--- config.mk ---
export PLATFORM = sky130hd
export DESIGN_NAME = imb_banked_mem
export DESIGN_NICKNAME = d
export VERILOG_FILES = /design/src/rtl/imb_pkg.sv /design/src/rtl/imb_map_fsm.sv /design/src/rtl/imb_addr_decode.sv /design/src/rtl/imb_bank.sv /design/src/rtl/imb_read_mux.sv /design/src/rtl/imb_banked_mem.sv
export SDC_FILE = /design/constraint.sdc
export NUM_CORES = 2
export LEC_CHECK = 0
export BUFFER_PORTS_ARGS = -buffer_cell sky130_fd_sc_hd__buf_2
export CAP_MARGIN = 5
export CELL_PAD_IN_SITES_DETAIL_PLACEMENT = 1
export CELL_PAD_IN_SITES_GLOBAL_PLACEMENT = 1
export CORE_UTILIZATION = 55
export DETAILED_ROUTE_END_ITERATION = 16
export PLACE_DENSITY_LB_ADDON = 0.1
export SYNTH_ARGS = -nofsm -noshare
export SYNTH_HDL_FRONTEND = slang
export SYNTH_SLANG_ARGS = --single-unit
--- constraint.sdc ---
create_clock -name clk -period 4.05 [get_ports clk]
set_input_delay 0.2025 -clock clk [delete_from_list [all_inputs] [get_ports clk]]
set_output_delay 0.2025 -clock clk [all_outputs]
set_load 0.02 [all_outputs]
--- src/rtl/imb_pkg.sv ---
package imb_pkg;

    // Mapping state: which address bits pick the bank.
    typedef enum logic {
        MAP_LOW  = 1'b0,
        MAP_HIGH = 1'b1
    } map_state_e;

endpackage

--- src/rtl/imb_map_fsm.sv ---
module imb_map_fsm
    import imb_pkg::*;
(
    input  logic clk,
    input  logic rst_n,
    input  logic wr_en,
    input  logic mode_req,
    output logic map_hi
);

    map_state_e state_q;
    map_state_e state_d;

    // State register.
    always_ff @(posedge clk) begin
        if (!rst_n) begin
            state_q <= MAP_LOW;
        end else begin
            state_q <= state_d;
        end
    end

    // Next state: the mode request is only looked at when no write is under way.
    always_comb begin
        state_d = state_q;
        unique case (state_q)
            MAP_LOW: begin
                if (!wr_en && mode_req) begin
                    state_d = MAP_HIGH;   // GO_HIGH
                end
            end
            MAP_HIGH: begin
                if (!wr_en && !mode_req) begin
                    state_d = MAP_LOW;    // GO_LOW
                end
            end
            default: state_d = MAP_LOW;
        endcase
    end

    // Outputs.
    always_comb begin
        unique case (state_q)
            MAP_HIGH: map_hi = 1'b1;
            default:  map_hi = 1'b0;
        endcase
    end

endmodule

--- src/rtl/imb_addr_decode.sv ---
module imb_addr_decode #(
    parameter int NUM_BANKS = 16,
    parameter int BSEL_W    = 4,
    parameter int OFF_W     = 5,
    localparam int ADDR_W   = BSEL_W + OFF_W
) (
    input  logic                 map_hi,
    input  logic                 wr_en,
    input  logic [ADDR_W-1:0]    addr,
    output logic [BSEL_W-1:0]    bank,
    output logic [OFF_W-1:0]     offset,
    output logic [NUM_BANKS-1:0] bank_we
);

    logic [BSEL_W-1:0] bank_lo;
    logic [OFF_W-1:0]  off_lo;
    logic [BSEL_W-1:0] bank_hi;
    logic [OFF_W-1:0]  off_hi;

    // Low-order split: bank from the bottom bits, offset from the rest.
    assign bank_lo = addr[BSEL_W-1:0];
    assign off_lo  = addr[ADDR_W-1:BSEL_W];

    // High-order split: bank from the top bits, offset from the rest.
    assign bank_hi = addr[ADDR_W-1:OFF_W];
    assign off_hi  = addr[OFF_W-1:0];

    always_comb begin
        if (map_hi) begin
            bank   = bank_hi;
            offset = off_hi;
        end else begin
            bank   = bank_lo;
            offset = off_lo;
        end
    end

    // One write enable per bank.
    for (genvar b = 0; b < NUM_BANKS; b++) begin : g_we
        assign bank_we[b] = wr_en && (bank == BSEL_W'(b));
    end

endmodule

--- src/rtl/imb_bank.sv ---
module imb_bank #(
    parameter int DEPTH  = 32,
    parameter int DATA_W = 8,
    localparam int OFF_W = $clog2(DEPTH)
) (
    input  logic              clk,
    input  logic              rst_n,
    input  logic              we,
    input  logic [OFF_W-1:0]  offset,
    input  logic [DATA_W-1:0] wdata,
    output logic [DATA_W-1:0] rdata
);

    logic [DATA_W-1:0] mem [DEPTH];

    // Storage: per-word enable, shared clock.
    always_ff @(posedge clk) begin
        if (we) begin
            mem[offset] <= wdata;
        end
    end

    // Read register: sees the word before this edge's write.
    always_ff @(posedge clk) begin
        if (!rst_n) begin
            rdata <= '0;
        end else begin
            rdata <= mem[offset];
        end
    end

endmodule

--- src/rtl/imb_read_mux.sv ---
module imb_read_mux #(
    parameter int NUM_BANKS = 16,
    parameter int DATA_W    = 8,
    localparam int BSEL_W   = $clog2(NUM_BANKS)
) (
    input  logic                              clk,
    input  logic                              rst_n,
    input  logic [BSEL_W-1:0]                 bank_in,
    input  logic [NUM_BANKS-1:0][DATA_W-1:0]  bank_rdata,
    output logic [BSEL_W-1:0]                 sel_q,
    output logic [DATA_W-1:0]                 rd_data
);

    // Bank number registered alongside the banks' read registers.
    always_ff @(posedge clk) begin
        if (!rst_n) begin
            sel_q <= '0;
        end else begin
            sel_q <= bank_in;
        end
    end

    assign rd_data = bank_rdata[sel_q];

endmodule

--- src/rtl/imb_banked_mem.sv ---
module imb_banked_mem #(
    parameter int NUM_BANKS  = 16,
    parameter int BANK_DEPTH = 32,
    parameter int DATA_W     = 8,
    localparam int BSEL_W    = $clog2(NUM_BANKS),
    localparam int OFF_W     = $clog2(BANK_DEPTH),
    localparam int ADDR_W    = BSEL_W + OFF_W
) (
    input  logic              clk,
    input  logic              rst_n,
    input  logic              hi_order_mode,
    input  logic [ADDR_W-1:0] addr,
    input  logic              wr_en,
    input  logic [DATA_W-1:0] wr_data,
    output logic [DATA_W-1:0] rd_data
);

    logic                             map_hi;
    logic [BSEL_W-1:0]                dec_bank;
    logic [OFF_W-1:0]                 dec_off;
    logic [NUM_BANKS-1:0]             bank_we;
    logic [NUM_BANKS-1:0][DATA_W-1:0] bank_rdata;
    logic [BSEL_W-1:0]                sel_q;

    imb_map_fsm u_fsm (
        .clk      (clk),
        .rst_n    (rst_n),
        .wr_en    (wr_en),
        .mode_req (hi_order_mode),
        .map_hi   (map_hi)
    );

    imb_addr_decode #(
        .NUM_BANKS (NUM_BANKS),
        .BSEL_W    (BSEL_W),
        .OFF_W     (OFF_W)
    ) u_dec (
        .map_hi  (map_hi),
        .wr_en   (wr_en),
        .addr    (addr),
        .bank    (dec_bank),
        .offset  (dec_off),
        .bank_we (bank_we)
    );

    for (genvar b = 0; b < NUM_BANKS; b++) begin : g_bank
        imb_bank #(
            .DEPTH  (BANK_DEPTH),
            .DATA_W (DATA_W)
        ) u_bank (
            .clk    (clk),
            .rst_n  (rst_n),
            .we     (bank_we[b]),
            .offset (dec_off),
            .wdata  (wr_data),
            .rdata  (bank_rdata[b])
        );
    end

    imb_read_mux #(
        .NUM_BANKS (NUM_BANKS),
        .DATA_W    (DATA_W)
    ) u_mux (
        .clk        (clk),
        .rst_n      (rst_n),
        .bank_in    (dec_bank),
        .bank_rdata (bank_rdata),
        .sel_q      (sel_q),
        .rd_data    (rd_data)
    );

endmodule

After elaboration in Yosys (flattened, before gate mapping)
Memory sizes are Yosys's and may differ from the RTL's. A register that Yosys moved wholly into a read port is not among the register bits.
Index checks and enable logic that the tools add are counted.
- register bits: 5
- bits in writable memories: 4096
- input port bits: 21
- logic and storage cells: 112
- memories: 16
- memory list (memory ; depth ; width ; read ports ; clocked after memory_dff ; wr ports ; line ; text):
    g_bank[0].u_bank.mem ; 32 ; 8 ; 1 ; 1 ; 1 ; imb_bank.sv:14 ; logic [DATA_W-1:0] mem [DEPTH];
    g_bank[10].u_bank.mem ; 32 ; 8 ; 1 ; 1 ; 1 ; imb_bank.sv:14 ;
    g_bank[11].u_bank.mem ; 32 ; 8 ; 1 ; 1 ; 1 ; imb_bank.sv:14 ;
    g_bank[12].u_bank.mem ; 32 ; 8 ; 1 ; 1 ; 1 ; imb_bank.sv:14 ;
    g_bank[13].u_bank.mem ; 32 ; 8 ; 1 ; 1 ; 1 ; imb_bank.sv:14 ;
    g_bank[14].u_bank.mem ; 32 ; 8 ; 1 ; 1 ; 1 ; imb_bank.sv:14 ;
    +10 memories ; n/a ; n/a ; n/a ; n/a ; n/a ; n/a ;
- $lt $le $gt $ge: 1
- equality and inequality tests: 15
- muxes and demuxes: 40
- bitwise gates (word level): 1
- reduce and logical (&&, ||, !) cells: 37
- operator list (cell ; count):
    two-way mux 1 bit ; 35
    binary-select mux 8 bit (select 4 bit) ; 1
    == test 4 bit, second input constant ; 8
    logical AND 1 bit ; 18
    zero test 1 bit ; 18
    == test 4 x 3 -> 1 bit, second input constant ; 4
    == test 4 x 2 -> 1 bit, second input constant ; 2
    two-way mux 8 bit ; 1
    less-than comparator 4 x 5 -> 1 bit, second input constant ; 1
    two-way mux 5 bit ; 1
    == test 4 x 1 -> 1 bit, second input constant ; 1
    zero test 4 bit ; 1
    two-way mux 4 bit ; 1
    one-hot mux 1 bit (2 select lines) ; 1
    inverter 1 bit ; 1

Longest topological paths before layout
- word-level depth: 6
- depth in mapped cells: 10
- depth with buffers taken out: 5

Modules after synthesis
A second synthesis with hierarchy kept.
- cells, all modules: 9340
- area total of the unflattened synthesis: 165586.3 um2
- modules (own cells, without submodules) (module ; times used ; cells an instance ; area an instance (um2) ; seq. area each (um2)):
    imb_bank ; 16 ; 576 ; 10252.3 ; 7847.5
    imb_read_mux ; 1 ; 78 ; 1138.6 ; 80.1
    imb_addr_decode ; 1 ; 43 ; 374.1 ; 0.0
    imb_map_fsm ; 1 ; 3 ; 36.3 ; 20.0

Worst setup path after synthesis
No wires, ideal clock.
- path type: reg-to-reg
- start: reg (tool-made name)
- end: mem g_bank[13].u_bank.mem[20][0] (enable)
- arrival: 2.177 ns
- required time: 3.680 ns
- setup slack: 1.503 ns
- stages on the path, launching flop included: 10
- buffers on the path: 5
- clock period less this slack: 2.547 ns
- path through: dfxtp_1 buf_6 mux2_4 buf_6 buf_2 buf_4 nor2_2 nand2_1 clkbuf_1 nor2_1
- RTL lines (element ; line):
    end: declaration ; imb_bank.sv:14

==> reports/results.ini <==
[clock_network]
clk_pin_slew_worst_paths_ns = 0.06
cts_tree = built
cts.sinks = 4229
clock_latency_ns = 0.98
cts_buffers = 423
cts.path.max_buffers = 4
htreeDepth = 5
cts_root_buf = clkbuf_16

[global_routing]
grt_pass1_vias = 90380
grt.overflow.total = 0
grtUsageTotal_pct = 32.26
grt_max_degree = 108
grt_pass1_wl_um = 673800
antenna_found_initial = 46

[sta]
skew_ns = 0.03749
clock.fmax_ghz = 0.2483
hold_ws_ns = 0.1929
worstMarginPinSlew_ns = 1.306
relSlewSlack_pct = 12.64
finalSetupTns_ns = 0
period_needed_ns = 4.027
rsz0062_at_grt = false
final_hold_viol_count = 0
maxSlewViolCount = 0
timing.final.ws_setup_ns = 0.02328
setup-violations-final = 0
fin_crit_sh_pct = 99.43

[synthesis]
ys_ff_latch = 4229
synth_top_cell_by_area = edfxtp_1
synth_compound_area_share_pct = 4.665
synth-adder-area-share_pct = 0
yosys.area_share.simple_pct = 2.487
synth_nets = 8952
synth_top_family_by_area = multiplexers
yosys.area_share.xor_xnor_pct = 0
syn_area_mm2 = 0.1613
ys_types = 35
synthMuxAreaShare_pct = 13.31
synth_top_area_share_pct = 76.24
yosysWarningCount = 0
syn_inst = 8931
netlist_top_cells_area = edfxtp_1 76%, mux2i_1 13%, o22ai_1 4.0%
avgSynthCellArea_um2 = 18.06
yosysSeqAreaShare_pct = 77.89

[die]
die_h_um = 543.6
floorplan.rows = 198
start_util_pct = 55.38
dieArea_mm2 = 0.2955
pin_count = 29
core-area_mm2 = 0.2913
die_w_um = 543.6

[finish]
synthToLayoutAreaGrowth_pct = 13.32
final_nets = 9312
drive_above_1_share_pct = 12.31

[critical_path]
critPathCaptureType = flip-flop
arrival_ns = 4.82
start_kind = flip-flop
slowest_delay_ns = 0.90
crit_path_max_fanout = 27
criticalPathCategory = reg -> reg
reg2reg_depth = 9
crit_slowest_cell = nor4_1
regToRegSetupSlack_ns = 0.02
cp.required_ns = 4.85
reg2reg_to = g_bank[9].u_bank.rdata[0]
path_cells = buf_4 -> mux2_8 -> buf_12 -> buf_12 -> buf_4 -> mux2i_1 -> o22ai_1 -> nor4_1 -> a21boi_1

[route]
ant_nets = 0
vias = 88256
firstDrtPassIters = 7
drcViolationCount = 0
wl_per_cell_um = 35.42
vias_per_cell = 6.498
drt_iter0_drc = 10170
wirelength_um = 481100

[pwr]
cellPowerDensity_mw_per_mm2 = 506.9
p_leak_nw = 62.60
irDropWorstVdd_uv = 526.9

[place]
gp_congestion = 0.8573
hpwl_um = 292700
pre_cts_slack_ns = 0.05511
io_buffer_count = 28

[hold_path]
hold_path_class = in -> reg
worstHoldStart = addr[0]
hold_depth = 4
hold_path_end = u_mux.sel_q[0]

[status]
status = completed

[job]
drv_cap = 0

==> kinds of logic after synthesis <==
group | Yosys count
DFF | 4229
muxes | 2095
AOI/OAI and AO/OA | 1178
and+or+nand+nor | 860
buffers and inverters | 569
==> sequential cells by signal (all words and copies together), names as in the netlist, named ones only <==
name / cells
g_bank.u_bank.mem: 4096
u_mux.sel_q: 4
g_bank.u_bank.rdata: 128
==> final cells by class <==
| type | instances | area [µm²] |
|---|---|---|
| tap | 3900 | 4880 |
| antenna | 27 | 67.56 |
| clock inverter | 196 | 1823 |
| multi-input combinational | 4133 | 33310 |
| sequential | 4229 | 125700 |
| inverter | 5 | 18.77 |
| timing repair buffer | 499 | 5273 |
| fill | 24659 | 108500 |
| clock buffer | 594 | 11790 |
==> cells in the mapped netlist (all sizes together) <==
library cell / count
a21boi: 130
mux2: 2
a32o: 1
nor4b: 4
o22ai: 1025
and4b: 4
o32ai: 4
nand2b: 3
nand2: 50
nor4: 257
and2: 5
nor2: 518
buf: 321
dfxtp: 133
nor2b: 3
and4: 1
or2: 8
inv: 5
a22o: 1
edfxtp: 4096
clkbuf: 243
mux4: 40
nand3: 1
o21ai: 17
mux2i: 2053
nor4bb: 6
==> cells in the final DEF (no fill, tap or decap), types with 8 or more instances in the layout <==
cell type / synthesis / final
a21boi_1: 128 / 128
buf_12: 0 / 116
buf_2: 233 / 19
buf_4: 43 / 335
buf_8: 0 / 10
bufinv_16: 0 / 29
clkbuf_1: 242 / 125
clkbuf_16: 0 / 432
clkbuf_8: 0 / 37
clkinv_1: 0 / 62
clkinv_2: 0 / 70
clkinv_8: 0 / 8
clkinvlp_4: 0 / 15
dfxtp_1: 133 / 131
diode_2: 0 / 27
dlygate4sd3_1: 0 / 19
edfxtp_1: 4096 / 4096
inv_6: 0 / 8
mux2i_1: 2052 / 2052
mux4_2: 40 / 40
nand2_1: 50 / 18
nand2_2: 0 / 32
nor2_1: 516 / 516
nor4_1: 257 / 254
o21ai_4: 0 / 16
o22ai_1: 1025 / 1025
or2_2: 8 / 8
==> metal layers <==
layer  up-vias  GRT usage (%)  share of wire (%)
met3       799          5.087                8.3
met1     46607          44.84                 40
met2      4083          51.71                 47
met5         -              0              0.023
met4        18          12.23                4.0
li1      36749              -                  -
==> repair_timing <==
item	in CTS	in global routing
setup endpoints to repair	0	3
gates resized for setup	0	3
hold endpoints to repair	719	0
buffers inserted	0	0
hold buffers	19	0
==> power by group <==
group / internal, mW / switching (mW) / total, mW
Clock: 22.1 / 16.6 / 38.8
Sequential: 48.1 / 0.339 / 48.5
Combinational: 1.84 / 3.59 / 5.43
Total: 72.1 / 20.6 / 92.7
==> critical path: cells and delay by family, from the launching register on <==
family | cells | cell delay, ns
buffers and inverters | 4 | 1.09
flip-flops | 1 | 0.65
AND/OR/NAND/NOR | 1 | 0.90
AO/OA/AOI/OAI | 2 | 0.30
multiplexers | 2 | 0.74
==> how the worst max path moves through the flow <==
| stage | slack, ns | end | cells past startpoint | startpoint |
|---|---|---|---|---|
| 2_1_floorplan | 1.50 | g_bank[13].u_bank.mem[20][0] | 9 | flip-flop |
| 3_3_place_gp | 0.16 | g_bank[14].u_bank.rdata[7] | 9 | flip-flop |
| 3_5_place_dp | 0.06 | g_bank[14].u_bank.rdata[7] | 9 | flip-flop |
| 4_1_cts | 0.03 | g_bank[14].u_bank.rdata[7] | 9 | flip-flop |
| 5_1_grt | 0.02 | g_bank[15].u_bank.rdata[1] | 10 | flip-flop |
| 6_report | 0.02 | g_bank[9].u_bank.rdata[0] | 9 | flip-flop |
==> stage by stage <==
stage	cells	area, µm²	total power, mW	utilization, %
after floorplan	8931	161300	51.91	-
after global placement	12745	168900	54.59	57.98
after detailed placement	12747	168900	54.71	57.99
after CTS	13556	182700	92.91	62.72
after global routing	13567	182800	94.50	62.74
final	13583	182800	92.67	62.75
Power figures use the tool's default switching activity.
